$ cat src/rtl/xse_pkg.sv
package xse_pkg;
  typedef enum logic [2:0] {
    ST_IDLE, ST_SKIP, ST_COPY, ST_FILL, ST_DONE
  } xse_state_e;

  localparam logic [1:0] CC_ZERO = 2'b00;
  localparam logic [1:0] CC_POS  = 2'b01;
  localparam logic [1:0] CC_NEG  = 2'b10;
endpackage

$ cat src/rtl/xse_xlat_ram.sv
module xse_xlat_ram #(
  parameter int AW = 8,
  parameter int DW = 8
) (
  input  logic          clk_i,
  input  logic          rst_ni,
  input  logic          we_i,
  input  logic [AW-1:0] waddr_i,
  input  logic [DW-1:0] wdata_i,
  input  logic          re_i,
  input  logic [AW-1:0] raddr_i,
  output logic [DW-1:0] rdata_o,
  output logic [DW-1:0] ent0_o
);
  localparam int DEPTH = 1 << AW;

  logic [DW-1:0] mem_q [DEPTH];

  always_ff @(posedge clk_i) begin
    if (we_i) mem_q[waddr_i] <= wdata_i;
    if (re_i) rdata_o <= mem_q[raddr_i];
  end

  // entry 0 shadow: pad byte without a second read port
  always_ff @(posedge clk_i or negedge rst_ni) begin
    if (!rst_ni)                        ent0_o <= '0;
    else if (we_i && (waddr_i == '0))   ent0_o <= wdata_i;
  end
endmodule

$ cat src/rtl/xse_scan_fsm.sv
module xse_scan_fsm
  import xse_pkg::*;
#(
  parameter int LEN_W = 8,
  parameter int DW    = 8
) (
  input  logic             clk_i,
  input  logic             rst_ni,
  input  logic             start_i,
  input  logic [LEN_W-1:0] len_i,
  input  logic             src_valid_i,
  input  logic [DW-1:0]    src_data_i,
  output logic             src_ready_o,
  output logic             lkp_re_o,
  output logic [DW-1:0]    lkp_addr_o,
  input  logic [DW-1:0]    lkp_data_i,
  input  logic [DW-1:0]    ent0_i,
  output logic             dst_valid_o,
  output logic [DW-1:0]    dst_data_o,
  input  logic             dst_ready_i,
  output logic             busy_o,
  output logic             done_o,
  output logic [LEN_W:0]   xlat_cnt_o,
  output logic [LEN_W:0]   scan_cnt_o,
  output logic [1:0]       cc_o,
  output logic             ovf_o
);
  localparam int CNT_W = LEN_W + 1;

  xse_state_e       state_q;
  logic             pend_q;
  logic [DW-1:0]    src_q;
  logic [CNT_W-1:0] n_q, fetched_q, skip_q, copy_q, fill_q;
  logic [1:0]       cc_q;
  logic             ovf_q;

  logic scanning, accept, src_zero, tz, last;

  assign scanning    = (state_q == ST_SKIP) || (state_q == ST_COPY);
  assign src_ready_o = scanning && !pend_q && (fetched_q != n_q);
  assign accept      = src_ready_o && src_valid_i;
  assign lkp_re_o    = accept;
  assign lkp_addr_o  = src_data_i;

  assign src_zero = (src_q == '0);
  assign tz       = (lkp_data_i == '0);
  assign last     = (fetched_q == n_q);

  assign dst_valid_o = (scanning && pend_q && !src_zero && !tz) || (state_q == ST_FILL);
  assign dst_data_o  = (state_q == ST_FILL) ? ent0_i : lkp_data_i;

  assign busy_o     = (state_q != ST_IDLE);
  assign done_o     = (state_q == ST_DONE);
  assign xlat_cnt_o = copy_q;
  assign scan_cnt_o = skip_q + copy_q;
  assign cc_o       = cc_q;
  assign ovf_o      = ovf_q;

  always_ff @(posedge clk_i or negedge rst_ni) begin
    if (!rst_ni) begin
      state_q   <= ST_IDLE;
      pend_q    <= 1'b0;
      src_q     <= '0;
      n_q       <= '0;
      fetched_q <= '0;
      skip_q    <= '0;
      copy_q    <= '0;
      fill_q    <= '0;
      cc_q      <= CC_ZERO;
      ovf_q     <= 1'b0;
    end else begin
      if (accept) begin
        pend_q    <= 1'b1;
        src_q     <= src_data_i;
        fetched_q <= fetched_q + CNT_W'(1);
      end
      case (state_q)
        ST_IDLE: if (start_i) begin
          n_q       <= {1'b0, len_i} + CNT_W'(1);
          fetched_q <= '0;
          skip_q    <= '0;
          copy_q    <= '0;
          pend_q    <= 1'b0;
          cc_q      <= CC_ZERO;
          ovf_q     <= 1'b0;
          state_q   <= ST_SKIP;
        end
        ST_SKIP, ST_COPY: if (pend_q) begin
          if (src_zero) begin
            pend_q  <= 1'b0;
            ovf_q   <= 1'b1;
            cc_q    <= (copy_q != '0) ? CC_POS : CC_NEG;
            state_q <= ST_DONE;
          end else if (tz) begin
            pend_q <= 1'b0;
            if (state_q == ST_COPY) begin
              cc_q    <= CC_ZERO;
              fill_q  <= n_q - copy_q;
              state_q <= ST_FILL;
            end else begin
              skip_q <= skip_q + CNT_W'(1);
              if (last) begin
                cc_q    <= CC_NEG;
                fill_q  <= n_q;
                state_q <= ST_FILL;
              end
            end
          end else if (dst_ready_i) begin
            pend_q  <= 1'b0;
            copy_q  <= copy_q + CNT_W'(1);
            state_q <= ST_COPY;
            if (last) begin
              cc_q <= CC_POS;
              if (n_q - copy_q - CNT_W'(1) != '0) begin
                fill_q  <= n_q - copy_q - CNT_W'(1);
                state_q <= ST_FILL;
              end else begin
                state_q <= ST_DONE;
              end
            end
          end
        end
        ST_FILL: if (dst_ready_i) begin
          fill_q <= fill_q - CNT_W'(1);
          if (fill_q == CNT_W'(1)) state_q <= ST_DONE;
        end
        ST_DONE: state_q <= ST_IDLE;
        default: state_q <= ST_IDLE;
      endcase
    end
  end
endmodule

$ cat src/rtl/xlat_scan_engine.sv
module xlat_scan_engine #(
  parameter int LEN_W = 8
) (
  input  logic             clk_i,
  input  logic             rst_ni,
  input  logic             tbl_we_i,
  input  logic [7:0]       tbl_addr_i,
  input  logic [7:0]       tbl_data_i,
  input  logic             start_i,
  input  logic [LEN_W-1:0] len_i,
  input  logic             src_valid_i,
  input  logic [7:0]       src_data_i,
  output logic             src_ready_o,
  output logic             dst_valid_o,
  output logic [7:0]       dst_data_o,
  input  logic             dst_ready_i,
  output logic             busy_o,
  output logic             done_o,
  output logic [LEN_W:0]   xlat_cnt_o,
  output logic [LEN_W:0]   scan_cnt_o,
  output logic [1:0]       cc_o,
  output logic             ovf_o
);
  logic       lkp_re;
  logic [7:0] lkp_addr, lkp_data, ent0;

  xse_xlat_ram #(.AW(8), .DW(8)) u_ram (
    .clk_i   (clk_i),
    .rst_ni  (rst_ni),
    .we_i    (tbl_we_i),
    .waddr_i (tbl_addr_i),
    .wdata_i (tbl_data_i),
    .re_i    (lkp_re),
    .raddr_i (lkp_addr),
    .rdata_o (lkp_data),
    .ent0_o  (ent0)
  );

  xse_scan_fsm #(.LEN_W(LEN_W), .DW(8)) u_fsm (
    .clk_i       (clk_i),
    .rst_ni      (rst_ni),
    .start_i     (start_i),
    .len_i       (len_i),
    .src_valid_i (src_valid_i),
    .src_data_i  (src_data_i),
    .src_ready_o (src_ready_o),
    .lkp_re_o    (lkp_re),
    .lkp_addr_o  (lkp_addr),
    .lkp_data_i  (lkp_data),
    .ent0_i      (ent0),
    .dst_valid_o (dst_valid_o),
    .dst_data_o  (dst_data_o),
    .dst_ready_i (dst_ready_i),
    .busy_o      (busy_o),
    .done_o      (done_o),
    .xlat_cnt_o  (xlat_cnt_o),
    .scan_cnt_o  (scan_cnt_o),
    .cc_o        (cc_o),
    .ovf_o       (ovf_o)
  );
endmodule

$ cat config.mk
export PLATFORM = sky130hd
export DESIGN_NAME = xlat_scan_engine
export DESIGN_NICKNAME = d
export VERILOG_FILES = /design/src/rtl/xse_pkg.sv /design/src/rtl/xse_xlat_ram.sv /design/src/rtl/xse_scan_fsm.sv /design/src/rtl/xlat_scan_engine.sv
export SDC_FILE = /design/constraint.sdc
export NUM_CORES = 2
export LEC_CHECK = 0
export ABC_AREA = 1
export ABC_CLOCK_PERIOD_IN_PS = 7250
export BUFFER_PORTS_ARGS = -buffer_cell sky130_fd_sc_hd__clkbuf_2
export CAP_MARGIN = 20
export CORE_MARGIN = 10
export CORE_UTILIZATION = 28
export DETAILED_ROUTE_END_ITERATION = 16
export GPL_ROUTABILITY_DRIVEN = 0
export PLACE_DENSITY = 0.5
export SLEW_MARGIN = 30
export SYNTH_ARGS = -nofsm -noshare
export SYNTH_HDL_FRONTEND = slang
export SYNTH_SLANG_ARGS = --single-unit
$ cat constraint.sdc
create_clock -name clk_i -period 7.25 [get_ports clk_i]
set_input_delay 0.3625 -clock clk_i [delete_from_list [all_inputs] [get_ports clk_i]]
set_output_delay 0.3625 -clock clk_i [all_outputs]
set_load 0.05 [all_outputs]
# Word level (Yosys, flattened, before mapping)
# Memory sizes are Yosys's and may differ from the RTL's. A register that Yosys moved wholly into a read port is not among the register bits.
# Index checks and enable logic that the tools add are counted.
# Widths: inputs -> output; s select.
# totals
inputBits,38
elab_cells,134
memories,1
regBits,68
out_inout_bits,33
ramBits,2048
# memory_table
name,depth,word_bits,read_ports,rd_clocked_by_memory_dff,wr,line_no,rtl
u_ram.mem_q,256,8,1,1,1,xse_xlat_ram.sv:17,logic [DW-1:0] mem_q [DEPTH];
# classes
n_eq_ne,25
mux,60
addsub,8
n_reduce_logical,29
# ops
op,count
$mux 9,21
$pmux 9 s2,3
$mux 3,11
$add 9x1->9 const B,3
$logic_not 8->1,3
$reduce_and 6->1,4
$mux 2,9
$reduce_bool 9->1,2
$sub 9x1->9 const B,2
$ne 2x2->1 const B,7
$mux 1,11
$add 8x1->9 const B,1
$add 9x9->9,1
$eq 9x1->1 const B,1
$eq 9x9->1,1
$ne 3x1->1 const B,3
$ne 9x9->1,1
$pmux 3 s3,1
$sub 9x9->9,1
$mux 8,1
$ne 4x1->1 const B,2
$reduce_and 8->1,1
$logic_and 1x1->1,7
$eq 3x2->1 const B,2
other kinds (16),23

# Depth between registers and ports, before layout
# logic_depth
word_depth,11
mapped_depth,22
depth_no_buf,22

# Hierarchy
# From an unflattened synthesis, not the netlist that was laid out.
# hier_totals
cells_unflattened,7735
area_unflattened_um2,88670.0
# by_module_without_submodules
mod,seq_area_each_um2,instances,cells_per_inst,area_each_um2
xse_xlat_ram,61939.4,1,7035,83789.1
xse_scan_fsm,1501.4,1,700,4880.9

# Worst setup path after synthesis
# OpenSTA, ideal clock, no wires.
# synth_timing
path_type,register to output
start,"reg u_fsm.copy_q[1], in the netlist u_fsm.xlat_cnt_o[1]"
end,out scan_cnt_o[8]
required_time_ps,6888
stages_incl_launch_ff,10
arrival_time_ps,2857
path_slack_ps,4031
n_path_buf,0
path_cell_list,dfrtp_1 inv_1 fa_1 o21ai_0 a21oi_1 nor2_1 nor2_1 o21ai_0 a21oi_1 xor2_1
# synth_between
elab_chain_len,1
# synth_rtl
item,line_no,rtl
from (decl),xse_scan_fsm.sv:33,"logic [CNT_W-1:0] n_q, fetched_q, skip_q, copy_q, fill_q;"
from (signal assigned),xse_scan_fsm.sv:110,copy_q <= copy_q + CNT_W'(1);
$add 9x9->9,xse_scan_fsm.sv:55,assign scan_cnt_o = skip_q + copy_q;
to (decl),xlat_scan_engine.sv:20,"output logic [LEN_W:0] scan_cnt_o,"
# Every way passes these cells.

# Worst setup path after layout
# Ends and elaborated chain as after synthesis.

==> impl_table.tex <==
\begin{tabular}{lr}
\hline
Metric & Value \\
\hline
\multicolumn{2}{l}{\textbf{STA}} \\
Final hold vios & 0 \\
Post-layout min period & 3.87 ns \\
Max Transition Viols Final & 0 \\
Number of failing setup endpoints in the final timing report & 0 \\
Final clock skew & around 0.066 ns \\
Fmax & around 260 MHz \\
RSZ-0062 raised after global routing & no \\
Remaining max-slew budget at the tightest pin & a little under a quarter \\
Total negative setup slack & 0 ns \\
Least-Margin Pin Slew & between 1 and 1.5 ns \\
Final cycle utilization of the critical path & $\sim$53\% \\
Slack of the critical path & 3.38 ns \\
\multicolumn{2}{l}{\textbf{Synthesis}} \\
Main synth FF type & edfxtp\_1 \\
Netlist area before placement & 0.0867 sq mm \\
Top post-synthesis cells by area & edfxtp\_1 71\%, o21ai\_0 6.2\%, nor2\_1 5.9\%, o22ai\_1 3.7\%, nand2\_1 3.2\% \\
Cell with the most instances after synthesis & edfxtp\_1 \\
Cell count after synthesis & 7182 \\
Net count after synthesis & just over 7000 \\
Area fraction of the dominant cell type after synthesis & 71.2\% \\
Leading cell types by count after synthesis & 2056 x edfxtp\_1, 1360 x nor2\_1, 1077 x o21ai\_0 \\
Number of register bits inferred by synthesis & $\sim$2100 \\
Biggest area consumer among synthesized cells & edfxtp\_1 \\
Yosys warns & 0 \\
Synth unique cells & 50 \\
Per-instance average area after synthesis & about 12 sq um \\
Number of flops mapped to enable cells by yosys & between 2000 and 2500 \\
Proportion of register bits with asynchronous set or reset after synthesis & $\sim$3.2\% \\
Sequential-to-total area share from yosys stat & $\sim$73\% \\
\multicolumn{2}{l}{\textbf{Finish}} \\
Fill count & 30700 \\
P\&R area growth vs syn & 13.9\% \\
Post-route cell area & $\sim$0.1 sq mm \\
Layout cell share with drive strength beyond 1 & under 10\% \\
Final nets & 7162 \\
\multicolumn{2}{l}{\textbf{Global routing}} \\
Wire length of the first global-routing pass & $\sim$380000 um \\
GRT overflow & 0 \\
Number of antenna violations at the first check in global routing & 12 \\
Largest net degree at the start of global routing & between 200 and 250 \\
Number of global-route vias before repair & $\sim$55000 \\
GRT Overall Usage & about 15\% \\
\multicolumn{2}{l}{\textbf{Critical path}} \\
Worst reg2reg path endpoint & u\_fsm.fill\_q[0] \\
Count of cells along the worst register-to-register path & 14 \\
Arrival time worst endpoint & roughly 3.5 ns \\
End of the critical path & scan\_cnt\_o[8] \\
Critical Path Start Type & register \\
Slowest stage cell on the critical path & dfrtp\_1 \\
CP max stage delay & approximately 0.49 ns \\
Kind of end point of the critical path & output pin \\
Critical path class & register to output pin \\
Critical path, cell by cell & inv\_1 -> fa\_1 -> o21ai\_0 -> a21oi\_1 -> nor2\_1 -> nor2\_1 -> o21ai\_0 -> a21oi\_1 -> xor2\_1 -> clkbuf\_2 \\
Critical path launch point & u\_fsm.xlat\_cnt\_o[1] \\
R2R Path Start & u\_fsm.xlat\_cnt\_o[0] \\
Maximum fanout count along the critical path & 6 \\
Req. time, crit path & between 6 and 7 ns \\
FF-to-FF setup slack & roughly 4.3 ns \\
\multicolumn{2}{l}{\textbf{Job}} \\
Max-cap violations & 0 \\
\multicolumn{2}{l}{\textbf{Detailed routing}} \\
Met2 wire length & around 120000 um \\
Remaining number of nets flagged by the antenna check after routing & 0 \\
Via density & around 5 \\
Detailed-route wire length on metal 1 & $\sim$110000 um \\
DRT Wirelength & $\sim$260000 um \\
1st-iter DRT viols & $\sim$5700 \\
First-pass detailed-route iteration total & 5 \\
\# DRC & 0 \\
Top routing layer in use & met4 \\
Routed len/inst & between 20 and 25 um \\
Wire length on met3 & between 15000 and 20000 um \\
Vias after detailed routing & 57200 \\
\multicolumn{2}{l}{\textbf{Placement}} \\
Placed wire-length estimate & roughly 140000 um \\
Count of input and output buffers & 70 \\
Worst setup timing slack at the placement stage & 2.74 ns \\
Post-detailed-placement cell area & approximately 0.091 sq mm \\
\multicolumn{2}{l}{\textbf{Run status}} \\
Status & completed \\
\multicolumn{2}{l}{\textbf{Floorplan}} \\
Initial core utilization & about 28\% \\
Placeable core region & about 0.3 sq mm \\
Die Outline Area & about 0.33 sq mm \\
Die Ht & 577 um \\
Total number of placement rows & between 200 and 250 \\
Die width & 577 um \\
Boundary pin count & between 70 and 80 \\
\multicolumn{2}{l}{\textbf{Clock network}} \\
CTS tree & built \\
H-tree Lvls & 4 \\
Clock Path Buffers & 3 \\
Clock-pin transition on the worst setup and hold timing paths & approximately 0.060 ns \\
Total clock sinks & around 2100 \\
Setup Fix Bufs, Post-CTS & 0 \\
Clock Root Buffer & clkbuf\_16 \\
CTS buffer count & around 220 \\
Worst-skew pair later-pin latency & roughly 0.87 ns \\
\multicolumn{2}{l}{\textbf{Hold path}} \\
Hold Path Class & input port to register \\
\multicolumn{2}{l}{\textbf{Pwr}} \\
Worst supply voltage drop on vdd & 222 uV \\
Static Leak & 31.6 nW \\
Power density over the cells & between 200 and 300 mW/mm\^{}2 \\
\hline
\end{tabular}
[critical path, delay by kind of cell, from the launching register on]
kind / cells / cell delay, ns
AOI/OAI and AO/OA: 4 / 0.77
buffers and inverters: 2 / 0.50
DFF: 1 / 0.49
adders and majority gates: 1 / 0.49
and+or+nand+nor: 2 / 0.21
xor gates and xnor gates: 1 / 0.15
[per-stage QoR]
step / hold WS (ns) / instances / util, % / total power, mW
global placement: 0.458 / 11000 / 29.6 / 17.1
floorplan: 0.0669 / 7182 / - / 16.0
finish: 0.0802 / 11400 / 32.0 / 28.0
CTS: 0.000518 / 11400 / 31.9 / 28.2
detailed placement: 0.463 / 11000 / 29.6 / 17.1
global route: 0.102 / 11400 / 32.0 / 29.0
[routing by layer]
| layer | GRT usage [%] | vias to the layer above |
|---|---|---|
| met2 | 24.2 | 2050 |
| met5 | 0 | - |
| met4 | 4.58 | 0 |
| met1 | 20.5 | 28800 |
| met3 | 2.70 | 400 |
| li1 | - | 26000 |
[cell type report]
type / instances / area [sq um] / share of cell area, %
Timing Repair Buffer: 190 / 1830 / 1.86
Tap cell: 4120 / 5150 / 5.22
Inverter: 136 / 541 / 0.547
Clock inverter: 136 / 1300 / 1.31
Multi-Input combinational cell: 4426 / 20800 / 21.0
Antenna cell: 7 / 17.5 / 0.0177
Clock buffer: 265 / 5700 / 5.77
Sequential cell: 2124 / 63400 / 64.2
[flip-flops by register name, summed over array words and instances (netlist names)]
| register | count |
|---|---|
| u_ram.mem_q | 2048 |
| u_fsm.fetched_q | 9 |
| u_fsm.fill_q | 9 |
| u_fsm.n_q | 9 |
| u_fsm.skip_q | 9 |
| u_fsm.xlat_cnt_o | 9 |
| u_fsm.src_q | 8 |
| u_ram.ent0_o | 8 |
| u_ram.rdata_o | 8 |
| u_fsm.state_q | 3 |
| u_fsm.cc_o | 2 |
| u_fsm.ovf_o | 1 |
| u_fsm.pend_q | 1 |
[worst min path at each step]
stage                          from               to  slack [ns]  cells after the start
floorplan                    rst_ni    u_fsm.cc_o[0]        0.07                      0
global placement    u_fsm.fill_q[1]  u_fsm.fill_q[1]        0.46                      2
detailed placement  u_fsm.fill_q[1]  u_fsm.fill_q[1]        0.46                      2
CTS                     src_valid_i   u_fsm.src_q[0]      0.0005                      5
global route            src_valid_i   u_fsm.src_q[4]        0.10                      4
finish                  src_valid_i   u_fsm.src_q[0]        0.08                      5
[repair_timing]
action	CTS	global route
resized for setup	0	0
setup endpoints to repair	0	0
hold endpoints to repair	305	0
hold buffers	26	0
[power by group]
| group | switching (mW) | internal (mW) | total [mW] |
|---|---|---|---|
| combinational | 2.30 | 0.858 | 3.16 |
| sequential | 0.159 | 13.6 | 13.8 |
| clock | 4.84 | 6.19 | 11.0 |
| total | 7.29 | 20.7 | 28.0 |
[cells in the final DEF, fill, tap and decap left out, types with 58 or more instances in the layout]
master / n
o21ai_0: 1077
edfxtp_1: 2056
nand3_1: 526
clkbuf_16: 221
a21oi_1: 58
inv_1: 124
buf_4: 66
clkinv_1: 68
dfrtp_1: 68
o22ai_1: 512
nor2_1: 1346
nand2_1: 727
[cells by family after synthesis]
family                     synth area share [%]
DFF                                        73.2
and+or+nand+nor                            12.8
xor gates and xnor gates                  0.252
buffers and inverters                      2.95
AOI/OAI and AO/OA                          10.5
adders and majority gates                 0.407
muxes                                    0.0115
Power figures use the tool's default switching activity.
